==> config.mk <==
export PLATFORM = sky130hd
export DESIGN_NAME = adc_sample_avg
export DESIGN_NICKNAME = d
export VERILOG_FILES = /design/src/rtl/adc_avg_pkg.sv /design/src/rtl/adc_avg_cmd_port.sv /design/src/rtl/adc_avg_accum.sv /design/src/rtl/adc_avg_div.sv /design/src/rtl/adc_sample_avg.sv
export SDC_FILE = /design/constraint.sdc
export NUM_CORES = 1
export LEC_CHECK = 0
export ABC_AREA = 0
export BUFFER_PORTS_ARGS = -buffer_cell sky130_fd_sc_hd__buf_2
export CAP_MARGIN = 25
export CORE_ASPECT_RATIO = 0.9
export CORE_MARGIN = 8
export CORE_UTILIZATION = 35
export CTS_CLUSTER_SIZE = 25
export DETAILED_ROUTE_END_ITERATION = 8
export MAX_ROUTING_LAYER = met4
export SKIP_CTS_REPAIR_TIMING = 1
export SYNTH_ARGS = -nofsm -noshare
export SYNTH_HDL_FRONTEND = slang
export SYNTH_SLANG_ARGS = --single-unit
export TNS_END_PERCENT = 100
==> constraint.sdc <==
create_clock -name clk -period 5.2 [get_ports clk]
set_input_delay 1.04 -clock clk [delete_from_list [all_inputs] [get_ports clk]]
set_output_delay 1.04 -clock clk [all_outputs]
set_load 0.02 [all_outputs]
==> src/rtl/adc_avg_pkg.sv <==
package adc_avg_pkg;

    typedef enum logic [2:0] {
        ST_IDLE,
        ST_TUNE,
        ST_SEEK,
        ST_GATHER,
        ST_SCALE,
        ST_WAIT_DIV,
        ST_REPORT,
        ST_FAIL
    } avg_state_e;

endpackage

==> src/rtl/adc_avg_cmd_port.sv <==
module adc_avg_cmd_port #(
    parameter int unsigned ADDR_W = 16,
    parameter int unsigned DATA_W = 16
) (
    input  logic              clk,
    input  logic              rst_n,
    input  logic              issue,
    input  logic              issue_write,
    input  logic [ADDR_W-1:0] issue_addr,
    input  logic [DATA_W-1:0] issue_wdata,
    output logic              port_busy,
    output logic              rsp_valid,
    output logic [DATA_W-1:0] rsp_data,
    output logic              cmd_req,
    output logic              cmd_write,
    output logic [ADDR_W-1:0] cmd_addr,
    output logic [DATA_W-1:0] cmd_wdata,
    input  logic              cmd_ack,
    input  logic [DATA_W-1:0] cmd_rdata
);

    logic              req_q;
    logic              wr_q;
    logic [ADDR_W-1:0] addr_q;
    logic [DATA_W-1:0] wdata_q;

    always_ff @(posedge clk) begin
        if (!rst_n) begin
            req_q   <= 1'b0;
            wr_q    <= 1'b0;
            addr_q  <= '0;
            wdata_q <= '0;
        end else if (req_q && cmd_ack) begin
            req_q <= 1'b0;
        end else if (!req_q && issue) begin
            req_q   <= 1'b1;
            wr_q    <= issue_write;
            addr_q  <= issue_addr;
            wdata_q <= issue_wdata;
        end
    end

    assign port_busy = req_q;
    assign rsp_valid = req_q & cmd_ack;
    assign rsp_data  = cmd_rdata;
    assign cmd_req   = req_q;
    assign cmd_write = wr_q;
    assign cmd_addr  = addr_q;
    assign cmd_wdata = wdata_q;

    AST_REQ_HOLD: assert property (@(posedge clk) disable iff (!rst_n)
        (cmd_req && !cmd_ack) |=> (cmd_req && $stable(cmd_write) && $stable(cmd_addr) && $stable(cmd_wdata)));
    AST_REQ_RELEASE: assert property (@(posedge clk) disable iff (!rst_n)
        (cmd_req && cmd_ack) |=> !cmd_req);

endmodule

==> src/rtl/adc_avg_accum.sv <==
module adc_avg_accum #(
    parameter int unsigned SAMPLE_W = 10,
    parameter int unsigned NSAMP    = 80,
    parameter int unsigned SUM_W    = SAMPLE_W + $clog2(NSAMP + 1),
    parameter int unsigned CNT_W    = $clog2(NSAMP + 1)
) (
    input  logic                clk,
    input  logic                rst_n,
    input  logic                clear,
    input  logic                add,
    input  logic [SAMPLE_W-1:0] sample,
    output logic [SUM_W-1:0]    sum,
    output logic                last_slot
);

    localparam int unsigned MAX_SAMPLE = (1 << SAMPLE_W) - 1;

    logic [SUM_W-1:0] sum_q;
    logic [CNT_W-1:0] cnt_q;

    always_ff @(posedge clk) begin
        if (!rst_n) begin
            sum_q <= '0;
            cnt_q <= '0;
        end else if (clear) begin
            sum_q <= '0;
            cnt_q <= '0;
        end else if (add) begin
            sum_q <= sum_q + SUM_W'(sample);
            cnt_q <= cnt_q + CNT_W'(1);
        end
    end

    assign sum       = sum_q;
    assign last_slot = (cnt_q == CNT_W'(NSAMP - 1));

    AST_SUM_BOUND: assert property (@(posedge clk) disable iff (!rst_n)
        32'(sum_q) <= 32'(cnt_q) * 32'(MAX_SAMPLE));
    AST_COUNT_CAP: assert property (@(posedge clk) disable iff (!rst_n)
        32'(cnt_q) <= 32'(NSAMP));

endmodule

==> src/rtl/adc_avg_div.sv <==
module adc_avg_div #(
    parameter int unsigned N_W = 32,
    parameter int unsigned D_W = 7
) (
    input  logic           clk,
    input  logic           rst_n,
    input  logic           start,
    input  logic [N_W-1:0] dividend,
    input  logic [D_W-1:0] divisor,
    output logic [N_W-1:0] quotient,
    output logic           done
);

    localparam int unsigned CNT_W = $clog2(N_W + 1);

    logic [D_W-1:0]   rem_q;
    logic [N_W-1:0]   quo_q;
    logic [CNT_W-1:0] cnt_q;
    logic             busy_q;
    logic             done_q;
    logic [D_W:0]     shifted;
    logic [D_W:0]     diff;
    logic             fits;

    always_comb begin
        shifted = {rem_q, quo_q[N_W-1]};
        fits    = (shifted >= {1'b0, divisor});
        diff    = shifted - {1'b0, divisor};
    end

    always_ff @(posedge clk) begin
        if (!rst_n) begin
            rem_q  <= '0;
            quo_q  <= '0;
            cnt_q  <= '0;
            busy_q <= 1'b0;
            done_q <= 1'b0;
        end else begin
            done_q <= 1'b0;
            if (start) begin
                rem_q  <= '0;
                quo_q  <= dividend;
                cnt_q  <= CNT_W'(N_W);
                busy_q <= 1'b1;
            end else if (busy_q) begin
                rem_q <= fits ? diff[D_W-1:0] : shifted[D_W-1:0];
                quo_q <= {quo_q[N_W-2:0], fits};
                cnt_q <= cnt_q - CNT_W'(1);
                if (cnt_q == CNT_W'(1)) begin
                    busy_q <= 1'b0;
                    done_q <= 1'b1;
                end
            end
        end
    end

    assign quotient = quo_q;
    assign done     = done_q;

    AST_REM_BELOW_DIVISOR: assert property (@(posedge clk) disable iff (!rst_n)
        busy_q |-> (rem_q < divisor));

endmodule

==> src/rtl/adc_sample_avg.sv <==
module adc_sample_avg
    import adc_avg_pkg::*;
#(
    parameter int unsigned ADDR_W        = 16,
    parameter int unsigned DATA_W        = 16,
    parameter int unsigned SAMPLE_W      = 10,
    parameter int unsigned VALID_BIT     = 10,
    parameter int unsigned NSAMP         = 80,
    parameter int unsigned ATTEMPT_LIMIT = 200,
    parameter int unsigned SCALE         = 1000,
    parameter int unsigned RES_W         = 32,
    parameter int unsigned TUNE_ADDR     = 9,
    parameter int unsigned ADC_ADDR      = 10
) (
    input  logic              clk,
    input  logic              rst_n,
    input  logic              start,
    input  logic [DATA_W-1:0] tune_value,
    output logic              done,
    output logic              error,
    output logic [RES_W-1:0]  result,
    output logic              cmd_req,
    output logic              cmd_write,
    output logic [ADDR_W-1:0] cmd_addr,
    output logic [DATA_W-1:0] cmd_wdata,
    input  logic              cmd_ack,
    input  logic [DATA_W-1:0] cmd_rdata
);

    localparam int unsigned SUM_W = SAMPLE_W + $clog2(NSAMP + 1);
    localparam int unsigned VCNT_W = $clog2(NSAMP + 1);
    localparam int unsigned ATT_W = $clog2(ATTEMPT_LIMIT + 2);
    localparam int unsigned DIV_W = $clog2(NSAMP + 1);

    avg_state_e        state_q, state_d;
    logic [ATT_W-1:0]  att_q, att_d;
    logic [DATA_W-1:0] tune_q;
    logic [RES_W-1:0]  result_q;

    logic              issue, issue_write;
    logic [ADDR_W-1:0] issue_addr;
    logic              port_busy, rsp_valid;
    logic [DATA_W-1:0] rsp_data;
    logic              word_valid;
    logic              unused_rsp;

    logic              acc_clear, acc_add, acc_last;
    logic [SUM_W-1:0]  acc_sum;
    logic              div_start, div_done;
    logic [RES_W-1:0]  dividend, quotient;

    assign word_valid = rsp_data[VALID_BIT];
    assign unused_rsp = ^rsp_data;

    adc_avg_cmd_port #(
        .ADDR_W(ADDR_W),
        .DATA_W(DATA_W)
    ) u_port (
        .clk        (clk),
        .rst_n      (rst_n),
        .issue      (issue),
        .issue_write(issue_write),
        .issue_addr (issue_addr),
        .issue_wdata(tune_q),
        .port_busy  (port_busy),
        .rsp_valid  (rsp_valid),
        .rsp_data   (rsp_data),
        .cmd_req    (cmd_req),
        .cmd_write  (cmd_write),
        .cmd_addr   (cmd_addr),
        .cmd_wdata  (cmd_wdata),
        .cmd_ack    (cmd_ack),
        .cmd_rdata  (cmd_rdata)
    );

    adc_avg_accum #(
        .SAMPLE_W(SAMPLE_W),
        .NSAMP   (NSAMP),
        .SUM_W   (SUM_W),
        .CNT_W   (VCNT_W)
    ) u_accum (
        .clk      (clk),
        .rst_n    (rst_n),
        .clear    (acc_clear),
        .add      (acc_add),
        .sample   (rsp_data[SAMPLE_W-1:0]),
        .sum      (acc_sum),
        .last_slot(acc_last)
    );

    assign dividend = RES_W'(acc_sum) * RES_W'(SCALE);

    adc_avg_div #(
        .N_W(RES_W),
        .D_W(DIV_W)
    ) u_div (
        .clk     (clk),
        .rst_n   (rst_n),
        .start   (div_start),
        .dividend(dividend),
        .divisor (DIV_W'(NSAMP)),
        .quotient(quotient),
        .done    (div_done)
    );

    // next-state and attempt budget
    always_comb begin
        state_d = state_q;
        att_d   = att_q;
        unique case (state_q)
            ST_IDLE: begin
                if (start) begin
                    state_d = ST_TUNE;
                    att_d   = '0;
                end
            end
            ST_TUNE: begin
                if (rsp_valid) state_d = ST_SEEK;
            end
            ST_SEEK: begin
                if (rsp_valid) begin
                    if (word_valid) begin
                        state_d = ST_GATHER;
                        att_d   = '0;
                    end else if (att_q == ATT_W'(ATTEMPT_LIMIT)) begin
                        state_d = ST_FAIL;
                    end else begin
                        att_d = att_q + ATT_W'(1);
                    end
                end
            end
            ST_GATHER: begin
                if (rsp_valid) begin
                    if (word_valid && acc_last) begin
                        state_d = ST_SCALE;
                    end else if (att_q == ATT_W'(ATTEMPT_LIMIT - 1)) begin
                        state_d = ST_FAIL;
                    end else begin
                        att_d = att_q + ATT_W'(1);
                    end
                end
            end
            ST_SCALE:    state_d = ST_WAIT_DIV;
            ST_WAIT_DIV: begin
                if (div_done) state_d = ST_REPORT;
            end
            ST_REPORT:   state_d = ST_IDLE;
            ST_FAIL:     state_d = ST_IDLE;
            default:     state_d = ST_IDLE;
        endcase
    end

    // state register
    always_ff @(posedge clk) begin
        if (!rst_n) begin
            state_q  <= ST_IDLE;
            att_q    <= '0;
            tune_q   <= '0;
            result_q <= '0;
        end else begin
            state_q <= state_d;
            att_q   <= att_d;
            if (state_q == ST_IDLE && start) tune_q <= tune_value;
            if (state_q == ST_WAIT_DIV && div_done) result_q <= quotient;
        end
    end

    // outputs
    always_comb begin
        issue       = 1'b0;
        issue_write = 1'b0;
        issue_addr  = ADDR_W'(ADC_ADDR);
        acc_clear   = 1'b0;
        acc_add     = 1'b0;
        div_start   = 1'b0;
        done        = 1'b0;
        error       = 1'b0;
        unique case (state_q)
            ST_IDLE:   acc_clear = start;
            ST_TUNE: begin
                issue       = !port_busy;
                issue_write = 1'b1;
                issue_addr  = ADDR_W'(TUNE_ADDR);
            end
            ST_SEEK:   issue = !port_busy;
            ST_GATHER: begin
                issue   = !port_busy;
                acc_add = rsp_valid && word_valid;
            end
            ST_SCALE:  div_start = 1'b1;
            ST_WAIT_DIV: ;
            ST_REPORT: done = 1'b1;
            ST_FAIL: begin
                done  = 1'b1;
                error = 1'b1;
            end
            default: ;
        endcase
    end

    assign result = result_q;

    AST_ATTEMPT_CAP: assert property (@(posedge clk) disable iff (!rst_n)
        32'(att_q) <= 32'(ATTEMPT_LIMIT));
    AST_TUNE_FIRST: assert property (@(posedge clk) disable iff (!rst_n)
        (state_q == ST_IDLE && start) |=> ##1 (cmd_req && cmd_write && cmd_addr == ADDR_W'(TUNE_ADDR)));
    AST_READ_ADDR: assert property (@(posedge clk) disable iff (!rst_n)
        (cmd_req && !cmd_write) |-> (cmd_addr == ADDR_W'(ADC_ADDR)));
    AST_DONE_PULSE: assert property (@(posedge clk) disable iff (!rst_n)
        done |=> !done);
    AST_FAIL_QUIET: assert property (@(posedge clk) disable iff (!rst_n)
        (done && error) |=> !cmd_req);
    AST_RESULT_KEPT: assert property (@(posedge clk) disable iff (!rst_n)
        error |-> $stable(result));

endmodule

Word-level counts from Yosys, hierarchy flattened
Cells that the tools add are included.

Register bits: 164. Input port bits: 36. Output and inout port bits: 68. Word-level logic and storage cells: 103.

Add/subtract/negate cells: 5. Multiply operators: 1. Order comparisons: 1. Equal/unequal tests: 21. Multiplexer cells: 35. Bitwise operators: 4. Reduce and logical (&&, ||, !) cells: 19.

Operators by type and width (number): $mux W8 (7); $mux W27 (2); $mux W3 (9); $mul A17 B7 Y24 const B (1); $pmux W8 S3 (1); $pmux W3 S7 (1); $add A17 B10 Y17 (1); $eq A8 B8 Y1 const B (2); $reduce_and A7 Y1 (2); $eq A3 B3 Y1 const B (4); $mux W6 (2); $ne A2 B2 Y1 const B (6); $mux W1 (11); $ne A3 B3 Y1 const B (3); $add A8 B1 Y8 const B (1); $ge A8 B7 Y1 const B (1); $reduce_or A2 Y1 (4); $add A7 B1 Y7 const B (1); $eq A7 B7 Y1 const B (1); $mux W7 (1); $sub A7 B7 Y7 const B (1); $eq A3 B2 Y1 const B (2); $eq A6 B1 Y1 const B (1); $logic_and A1 B1 Y1 (6); 12 further kinds (15).

Longest topological paths before layout
Gate-level depths: netlist of the first run.

Depth after elaboration: 5. Gate-level depth with buffers: 16. Depth with buffers taken out: 15.

Modules after synthesis
A second synthesis of the first run with hierarchy kept.

Cells, all modules: 1275. Area, all modules: 11095.6 um^2.

Modules (own cells, without submodules): adc_sample_avg (times used 1, cells each 634, area an instance 5532.8 um^2); adc_avg_div (times used 1, cells each 302, area an instance 2543.7 um^2); adc_avg_cmd_port (times used 1, cells each 165, area an instance 1525.2 um^2); adc_avg_accum (times used 1, cells each 174, area an instance 1493.9 um^2).

Least setup slack after synthesis of the first run
Ideal clock, no wire load.

Path kind: reg-to-reg. Start point: register u_accum.sum_q[10] (netlist: u_accum.sum[10]). End point: register u_div.quo_q[26] (netlist: u_div.quotient[26]). Data arrival time: 4.159 ns. Data required time: 5.121 ns. Setup slack: 0.962 ns. Cell stages (with the launch flop): 16. Buffers on the path: 1. Clock period less this slack: 4.238 ns. Cells stage by stage: dfxtp_1 inv_1 fa_1 fa_1 inv_1 fa_1 inv_1 fa_1 inv_1 ha_1 clkbuf_1 a21oi_1 nor3_1 or3_1 a311o_1 o211ai_1.

Cells in the longest elaborated chain, start to end: 2.

Ends and longest elaborated chain: start, declared (line adc_avg_accum.sv:18) `logic [SUM_W-1:0] sum_q;`; start signal, assigned (line adc_avg_accum.sv:29) `sum_q <= sum_q + SUM_W'(sample);`; $mul A17 B7 Y24 (line adc_sample_avg.sv:91) `assign dividend = RES_W'(acc_sum) * RES_W'(SCALE);`; $mux W27 (line adc_avg_div.sv:40) `if (start) begin`; end signal, assigned (line adc_avg_div.sv:42) `quo_q <= dividend;`; end signal, assigned (line adc_avg_div.sv:47) `quo_q <= {quo_q[N_W-2:0], fits};`; end, declared (line adc_avg_div.sv:17) `logic [N_W-1:0] quo_q;`.

Every way passes these cells. A chain may end at the register's enable or synchronous reset.

Final worst setup path of the first run
Start point: register u_accum.sum_q[1] (netlist: u_accum.sum[1]). End point: register u_div.quo_q[24] (netlist: u_div.quotient[24]).

Same word-level chain as after synthesis.

==> flow_results.org, run 1 <==
** Outcome
- The run finished with clean final reports.

** Placement
- HPWL after detailed placement :: 16400 µm
- Summing all placed instances gives a cell area of around 11000 µm².
- Buffers on Ports :: between 80 and 90
- Worst slack at placement :: approximately 0.58 ns
- The congestion estimate from routability-driven global placement came to 0.822.

** Synth
- Each instance of the synthesized netlist takes up on average just under 9 µm².
- In the synthesized netlist the async set-or-reset flop fraction comes to 0%.
- After synthesis, the largest area contributor takes up a little under a third of total cell area.
- Sorting the synthesized cells by area gives the leading types as sky130_fd_sc_hd__dfxtp_1 30%, sky130_fd_sc_hd__fa_1 12%, sky130_fd_sc_hd__ha_1 9.1%, sky130_fd_sc_hd__nand2_1 7.3%, sky130_fd_sc_hd__a21boi_0 5.2%.
- Number of storage elements in the synthesis netlist :: 150
- Of the synthesized area, sequential elements account for a little under a third.
- Number of cells produced by synthesis :: around 1100
- Most frequent cells after synthesis :: 191 x sky130_fd_sc_hd__nand2_1, 150 x sky130_fd_sc_hd__dfxtp_1, 100 x sky130_fd_sc_hd__inv_1
- Most used standard cell by instance count after synthesis :: sky130_fd_sc_hd__nand2_1
- sky130_fd_sc_hd__dfxtp_1 takes more of the synthesized area than any other cell.
- Syn. warnings :: 0
- Among all flip-flop cells after synthesis, the most frequent one is sky130_fd_sc_hd__dfxtp_1.
- The cell area that synthesis handed to floorplanning was ~10000 µm².
- Number of enable-type register cells in the synthesized netlist :: 0
- Number of distinct library cells after synthesis :: slightly above 80

** Pwr
- Clock share of power :: a little under half
- The internal portion of the total power is 2.03 mW.
- Power spread over the standard cell area amounts to 255 nW/µm².
- Net switching is between 20 and 30% of the power.
- Share of power burned in registers :: between 40% and 50%
- For this design the static power due to leakage is 4.70 nW.
- In this run, the combinational gates consume between 10 and 15% of the power.
- Power spent charging and discharging nets :: 0.805 mW
- Maximum resistive drop on vdd :: 164 µV

** Detailed routing
- DR iter-0 viols :: slightly below 300
- After detailed routing, the number of remaining DRC violations is 0.
- After detailed routing, the number of vias per cell comes to just under 5.
- The routed design has ~22000 µm of wire.
- The count of nets left with antenna violations once routing finished came out at 0.
- Detailed Routing Iterations Pass 1 :: 4
- The routed layout has about 7500 vias.
- In the final routed layout, each cell accounts on average for between 10 and 15 µm.

** Clock tree
- TritonCTS built the clock tree.
- The tree is rooted in a sky130_fd_sc_hd__clkbuf_16.
- Clock-pin slew was measured on the worst setup and hold paths at approximately 0.07 ns.
- H-tree depth :: 4
- The clock net in this run drives a total of 150 sinks.
- CTS max path bufs :: 2
- Clock tree synthesis inserted a total of 17 buffers.
- Worst-skew pair later-pin latency :: roughly 0.43 ns

** Min path
- Hold Crit Depth :: 2
- Launch point of the worst hold path :: result[24]
- The tightest min-delay check is of the reg2reg type.
- The path with the worst hold slack has its endpoint at result[24].

** Timing
- The hold violation count in the final report is 0.
- Max-slew violation count :: 0
- Summed over all failing endpoints, the final setup total negative slack is 0 ns.
- Setup repair after global routing left no endpoint under its margin.
- Crit share post-route :: approximately nine tenths
- Final hold analysis gives a worst-case slack of 0.459 ns.
- Shortest clock period the worst path allows after layout :: 4.64 ns
- After layout, the worst setup slack is about 0.56 ns.
- Headroom to the max-slew limit came out at a little over a third.
- Max frequency :: approximately 220 MHz
- For the final database, setup skew stands at 0.0137 ns.
- At the pin with the least slew margin, the transition time is approximately 0.96 ns.
- Setup violations remaining at the end of the flow were counted as 0.

** Die
- Number of primary I/O pins :: around 100
- Overall die area :: 33900 µm²
- Area of the core :: between 20000 and 30000 µm²
- Initial Utilization :: 35.5%
- Total number of placement rows :: 58
- Measured along the x axis, the die boundary spans between 150 and 200 µm.
- In this run the vertical extent of the chip is 175 µm.

** Layout
- Relative to the synthesized area, the layout overhead comes to 12.8%.
- Filler Cells Inserted :: about 2800
- Net total in the final layout :: between 1000 and 1500
- After routing the design area is approximately 11000 µm².
- Fraction of layout cells with a size suffix above 1 :: a little over an eighth

** Setup path
- Worst reg2reg startpoint :: u_accum.sum[1]
- The worst setup path is of the reg2reg kind.
- Worst R2R Path Depth :: 13
- First element of the critical path :: u_accum.sum[1]
- Data on the critical path is required at its endpoint by 5.52 ns.
- In this run the worst path has a maximum fanout of 7.
- Setup crit end kind :: flop
- The worst register-to-register path ends at u_div.quotient[24].
- Critical path startpoint category :: flop
- CP Data Arrival Time :: around 5.0 ns
- Setup slack of the worst register-to-register path :: roughly 0.56 ns

** Global route
- For this run, the total global-route usage over all layers was measured as 13.7%.
- The first global-routing pass estimated between 30000 and 40000 µm of wire.
- Antenna violations before repair :: 1
- Maximum number of pins on one net before global-route repair :: between 40 and 50
- Remaining Overflow, GRT :: 0
- Via count of the first global-routing pass :: around 7500

** Run
- Maximum Capacitance Violations :: 0
## kinds of logic after synthesis
| family | Yosys count | synth area share (%) |
|---|---|---|
| mux | 43 | 4.42 |
| simple gates | 372 | 18.0 |
| fa+ha+maj | 131 | 21.1 |
| xor+xnor | 30 | 2.66 |
| buf+inv | 164 | 7.28 |
| compound gates | 224 | 16.1 |
| flops | 150 | 30.4 |
| other cells | 1 | 0.0380 |
## worst max-delay path, stage by stage, from the launching register on
cell and delay (ns):
sky130_fd_sc_hd__dfxtp_1 0.51, sky130_fd_sc_hd__inv_1 0.15, sky130_fd_sc_hd__fa_1 0.58, sky130_fd_sc_hd__fa_1 0.45
sky130_fd_sc_hd__fa_1 0.49, sky130_fd_sc_hd__fa_1 0.51, sky130_fd_sc_hd__inv_1 0.04, sky130_fd_sc_hd__ha_1 0.37
sky130_fd_sc_hd__a21o_1 0.20, sky130_fd_sc_hd__a21oi_2 0.21, sky130_fd_sc_hd__nand3_1 0.20, sky130_fd_sc_hd__a211oi_2 0.41
sky130_fd_sc_hd__o21ai_0 0.15, sky130_fd_sc_hd__a31o_2 0.24
## registers in the layout, summed over array words and instances, names as in the netlist
name	count
u_port.cmd_wdata	16
u_div.done	1
tune_q	16
u_div.busy_q	1
u_port.cmd_req	1
u_div.quotient	32
u_div.cnt_q	6
u_port.cmd_addr	3
result	32
u_accum.cnt_q	7
u_div.rem_q	7
u_accum.sum	17
att_q	8
state_q	3
## power groups by stage
stage	registers (mW)	logic, mW	clock network [mW]
2_1_floorplan	1.26	0.239	0
3_3_place_gp	1.26	0.309	0
3_5_place_dp	1.26	0.316	0
4_1_cts	1.24	0.317	1.32
5_1_grt	1.24	0.351	1.37
6_report	1.24	0.311	1.29
## routing by layer
layer / track usage (%) / vias to the layer above / part of all wire, %
met4: 3.27 / 0 / 0.99
li1: - / 3865 / -
met2: 21.7 / 77 / 45
met1: 18.0 / 3528 / 51
met3: 2.24 / 12 / 2.9
met5: - / - / 0
## placed cells by master (no fill, tap or decap), types with 8 or more instances in the layout
cell,netlist,layout
sky130_fd_sc_hd__mux2i_1,38,38
sky130_fd_sc_hd__nor3_1,10,10
sky130_fd_sc_hd__a21boi_0,68,68
sky130_fd_sc_hd__inv_1,100,100
sky130_fd_sc_hd__buf_2,8,85
sky130_fd_sc_hd__o21ai_0,31,31
sky130_fd_sc_hd__and3_1,9,9
sky130_fd_sc_hd__xor2_1,10,10
sky130_fd_sc_hd__o211a_1,11,11
sky130_fd_sc_hd__nand3_1,21,21
sky130_fd_sc_hd__conb_1,1,13
sky130_fd_sc_hd__fa_1,59,59
sky130_fd_sc_hd__nor2_1,64,64
sky130_fd_sc_hd__o211ai_1,8,8
sky130_fd_sc_hd__dfxtp_1,150,149
sky130_fd_sc_hd__xnor2_1,20,20
sky130_fd_sc_hd__or3_1,8,8
sky130_fd_sc_hd__a21o_1,13,13
sky130_fd_sc_hd__nand4_1,12,12
sky130_fd_sc_hd__ha_1,72,72
sky130_fd_sc_hd__a21oi_1,40,40
sky130_fd_sc_hd__a211oi_1,11,11
sky130_fd_sc_hd__nand2_1,191,191
sky130_fd_sc_hd__clkbuf_16,0,17
## final cells by class
class                   instances  area [µm²]  share of cell area [%]
multi-input cells             813        6200                    55.7
flip-flops and latches        150        3000                    27.0
repair buffers                 93         493                    4.42
well taps                     360         450                    4.04
clock buffers                  17         425                    3.82
inverters                     100         375                    3.37
clock inverters                15         186                    1.67
diodes                          1        2.50                  0.0225
## stage by stage
step	utilization, %	instances	power (mW)
after floorplan	-	1127	1.50
after global placement	37.7	1514	1.57
after detailed placement	37.8	1516	1.58
after CTS	40.0	1548	2.87
after global routing	40.0	1549	2.96
final	40.0	1549	2.84
## worst max path at each step
| stage | endpoint | cells after the start |
|---|---|---|
| finish | u_div.quotient[24] | 13 |
| global route | u_div.quotient[22] | 13 |
| CTS | u_div.quotient[24] | 13 |
| detailed placement | u_div.quotient[24] | 13 |
| global placement | u_div.quotient[24] | 13 |
| floorplan | u_div.quotient[26] | 15 |
Power figures use the tool's default switching activity.
==> run 2, diff against run 1 <==
- ABC_AREA: 0 -> 1
==> run 2 against run 1 <==
Wire length grew 2.4%. Area after synthesis is 0.79% lower. Via count up 11%. First-iteration DRC count rose by 77%. Non-clock buffer count stayed put. Maximum frequency up 8.8%. Utilization rose by 0.19 points. Worst hold slack worse by 0.015 ns. Power up 17%. Clock skew shrank 0.0047 ns. Sequential share of layout area about the same. Highest routed layer unchanged.
==> flow_results.org, run 2 <==
** Synth
- Post-synthesis xor/xnor area fraction :: 1.79%
- The average instance in the mapped netlist occupies between 7 and 8 µm².
- Fraction of the mapped netlist area in simple logic gates :: 21.6%
- sky130_fd_sc_hd__nand2_1 is the most common cell in the netlist.
- Of the synthesized area, sequential elements account for 30.6%.
- Post-synthesis adder-cell area fraction :: 21.2%
- By area, the combinational part of the netlist is dominated by simple AND/OR/NAND/NOR gates.
- Yosys mapped a number of flops with a built-in enable equal to 0.
- The synthesized design devotes to its leading area cell type 30.6% of total area.
- Summing the areas of all compound-gate instances in the mapped netlist gives between 10% and 20% of the synthesized area.
- In this run, synthesis produced a sequential element count of 150.
- In the synthesized netlist, the number of instances is about 1300.
- Among all flip-flop cells after synthesis, the most frequent one is sky130_fd_sc_hd__dfxtp_1.
- The commonest cells after synthesis are 261 x sky130_fd_sc_hd__nand2_1, 221 x sky130_fd_sc_hd__inv_1, 150 x sky130_fd_sc_hd__dfxtp_1.
- For this run, asynchronously set or reset flops after synthesis account for 0%.
- After synthesis the cells add up to around 10000 µm².
- Measured against the total synthesized area, the mux share comes to 0%.
- Syn. warnings :: 0
- Top area cells in the synthesized netlist :: sky130_fd_sc_hd__dfxtp_1 31%, sky130_fd_sc_hd__fa_1 12%, sky130_fd_sc_hd__nand2_1 10%, sky130_fd_sc_hd__ha_1 9.2%, sky130_fd_sc_hd__inv_1 8.5%
- The number of different library cells used by synthesis comes to 42.
- Of all cell types, the one taking the most synthesized area is sky130_fd_sc_hd__dfxtp_1.

** Pwr
- Maximum resistive drop on vdd :: about 230 µV
- Combinational cells account for between 20 and 25% of the total power.
- Share of power burned in registers :: between 30 and 40%
- In this run the static leakage power is a little over 5 nW.
- For this design the total switching power over the nets is about 1.1 mW.
- Fraction of power spent switching nets :: about a third
- Pint :: 2.20 mW
- Cell area power density :: roughly 300 nW/µm²
- Per report_power, the clock group accounts for between 30 and 40% of the total.

** Layout
- The final layout contains ~1600 nets.
- From synthesis to final layout, the design area changed by 13.6%.
- Antenna Cells :: 0
- The finished cells cover between 10000 and 15000 µm².
- Measured on the finished design, the core utilization comes to 40.2%.
- The library cells used most frequently in the layout, excluding fill and tap cells, are 261 x sky130_fd_sc_hd__nand2_1, 221 x sky130_fd_sc_hd__inv_1, 150 x sky130_fd_sc_hd__dfxtp_1.
- The post-route netlist has approximately a tenth of its cells at a drive strength greater than 1.
- Counting the fill cells in the layout gives about 2900.
- Sequential cell area :: roughly 3000 µm²
- Leaving out fill and tap cells, the most frequent cell in the layout is sky130_fd_sc_hd__nand2_1.
- Area used by multi-input combinational logic :: approximately 5700 µm²

** Detailed routing
- Total vias in the final route :: approximately 8300
- Vias per inst :: 4.65
- In the final routed layout, each cell accounts on average for about 13 µm.
- Detailed Routing Iterations Pass 1 :: 6
- For this run, design rule violations remaining after detail routing come to 0.
- After detailed routing, the total wire length is approximately 22000 µm.
- DR iter-0 viols :: 514
- Antenna violation net count after detailed routing :: 0

** Setup path
- STA puts the critical path data required time at between 5 and 6 ns.
- Of all nets on the critical path, the largest fanout is 5.
- STA classifies the critical path endpoint as a flop.
- Largest stage delay on the critical path :: slightly below 0.6 ns
- The critical path in this run is classified as reg2reg.
- In this design, the critical path's most frequently occurring cell is sky130_fd_sc_hd__nand2_1.
- Top delay family on crit path :: adder cells
- CP Data Arrival Time :: roughly 4.6 ns
- Crit path buffers/inverters :: 3
- Critical path startpoint category :: flop
- CP max stage cell :: sky130_fd_sc_hd__fa_1
- Traced cell by cell, the critical path runs through inv_1 -> fa_1 -> fa_1 -> fa_1 -> fa_1 -> inv_1 -> ha_1 -> nand2_1 -> inv_1 -> a21oi_1 -> nand3_1 -> nand2_1 -> nand2_1 -> nand2_1 -> nand3_1 -> nand2_1 -> a21oi_1.

** Timing
- Transition time of the tightest slew-check pin :: between 0.6 and 0.7 ns
- Max-slew violation count :: 0
- Setup slack closes at between 0.9 and 1 ns.
- Relative slew margins :: just under 60%
- Max frequency :: around 230 MHz
- Setup violations remaining at the end of the flow were counted as 0.
- The worst path in the final design needs a cycle of 4.27 ns, including I/O delays and setup.
- Crit share post-route :: roughly 80%
- Setup repair after global routing left no endpoint under its margin.
- Total negative slack :: 0 ns
- The hold violation count in the final report was 0.
- Worst Clk Skew :: between 0.008 and 0.009 ns

** Die
- Once the floorplan was initialized, standard cells occupied between 30% and 40% of the core.
- In this run the standard cell core region covers approximately 28000 µm².
- Die boundary width :: 192 µm
- Overall die area :: 33600 µm²
- Measured along the y axis, the die boundary spans approximately 170 µm.
- Total number of placement rows :: 58
- In this run the count of I/O pins placed on the die edge is 104.

** Clock tree
- Clock-pin slew was measured on the worst setup and hold paths at 0.07 ns.
- TritonCTS built the clock tree.
- The tree built by TritonCTS fans out to 150 sinks.
- H-tree depth :: 4
- No sink is reached through more buffers than the 2 on the longest clock path.
- In this run the clock root is driven by a sky130_fd_sc_hd__clkbuf_16.
- At the later pin of the worst-skew pair, clock insertion delay measures about 0.43 ns.
- Number of CTS-inserted buffers :: 17

** Global route
- Via count of the first global-routing pass :: approximately 7900
- Antenna violations before repair :: 0
- In the global route stage, overall resource usage came out at between 10% and 20%.
- Maximum number of pins on one net before global-route repair :: 72
- First-pass GRT wire length :: slightly below 40000 µm
- For this run the aggregate overflow at the end of global routing stands at 0.

** Placement
- Worst slack at placement :: about 0.94 ns
- Placed inst area :: ~11000 µm²
- Once detailed placement completed, the half-perimeter wirelength came to approximately 17000 µm.
- In this run the tool buffered the top-level ports with between 80 and 90 buffer cells.
- RD Place Congestion :: 0.879

** Min path
- Min-delay worst type :: reg2reg

** Run
- The tool flagged a number of max-cap violations equal to 0.

** Outcome
- Run status :: completed
## run 2: cell types whose count changed after synthesis, moves of 11 or more
cell / delta
sky130_fd_sc_hd__nand3_1: +44
sky130_fd_sc_hd__inv_1: +121
sky130_fd_sc_hd__xnor2_1: -19
sky130_fd_sc_hd__a21boi_0: -68
sky130_fd_sc_hd__a21oi_1: +71
sky130_fd_sc_hd__nand2_1: +70
sky130_fd_sc_hd__nor2_1: +78
sky130_fd_sc_hd__mux2i_1: -38
sky130_fd_sc_hd__a21o_1: -11
sky130_fd_sc_hd__o21ai_0: +60
sky130_fd_sc_hd__a31oi_1: +15
sky130_fd_sc_hd__clkbuf_1: -12
sky130_fd_sc_hd__o211a_1: -11
## run 2: cells by family (layout without fill, tap and decap cells)
| group | after synthesis | count (layout) |
|---|---|---|
| fa+ha+maj | 131 | 131 |
| xor+xnor | 20 | 20 |
| compound gates | 243 | 243 |
| buf+inv | 283 | 354 |
| flops | 150 | 150 |
| simple gates | 509 | 509 |
| other cells | 1 | 13 |
## run 2: final cells by class
cell class              count  share of cell area (%)
clock buffers              18                    3.85
clock inverters            14                    1.48
inverters                 229                    7.72
multi-input cells         916                    51.3
flip-flops and latches    150                    27.0
well taps                 360                    4.04
repair buffers             93                    4.65
## run 2: metrics by stage
stage	power (mW)	hold slack, ns	cells
finish	3.33	0.443	1780
global route	3.54	0.462	1780
CTS	3.38	0.445	1780
detailed placement	2.09	0.435	1748
global placement	2.08	0.431	1746
floorplan	1.89	0.439	1349
## run 2: final timing paths
check	from	to	slack [ns]	depth (start not counted)
max	u_accum.sum[4]	u_div.quotient[23]	0.93	17
min	result[13]	result[13]	0.44	2
max reg2reg	u_accum.sum[4]	u_div.quotient[23]	0.93	17
min reg2reg	result[13]	result[13]	0.44	2
## run 2: per-layer routing
layer | GRT usage, % | up-vias | routed length, µm
met3 | 2.25 | 21 | 695
met4 | 3.02 | 0 | 227
met5 | - | - | 0
met1 | 18.0 | 3798 | 10700
met2 | 23.2 | 115 | 10600
li1 | - | 4336 | -
## run 2: worst min-delay path: cells and delay by family (launching register included)
kind / cells / cell delay (ns)
AO/OA/AOI/OAI: 1 / 0.05
buffers and inverters: 1 / 0.05
flip-flops: 1 / 0.30
## run 2: power by group through the flow
stage | logic, mW | clock network (mW) | registers [mW]
after detailed placement | 0.742 | 0 | 1.35
after global placement | 0.732 | 0 | 1.35
after CTS | 0.748 | 1.30 | 1.33
final | 0.739 | 1.27 | 1.33
after global routing | 0.840 | 1.35 | 1.34
after floorplan | 0.499 | 0 | 1.39
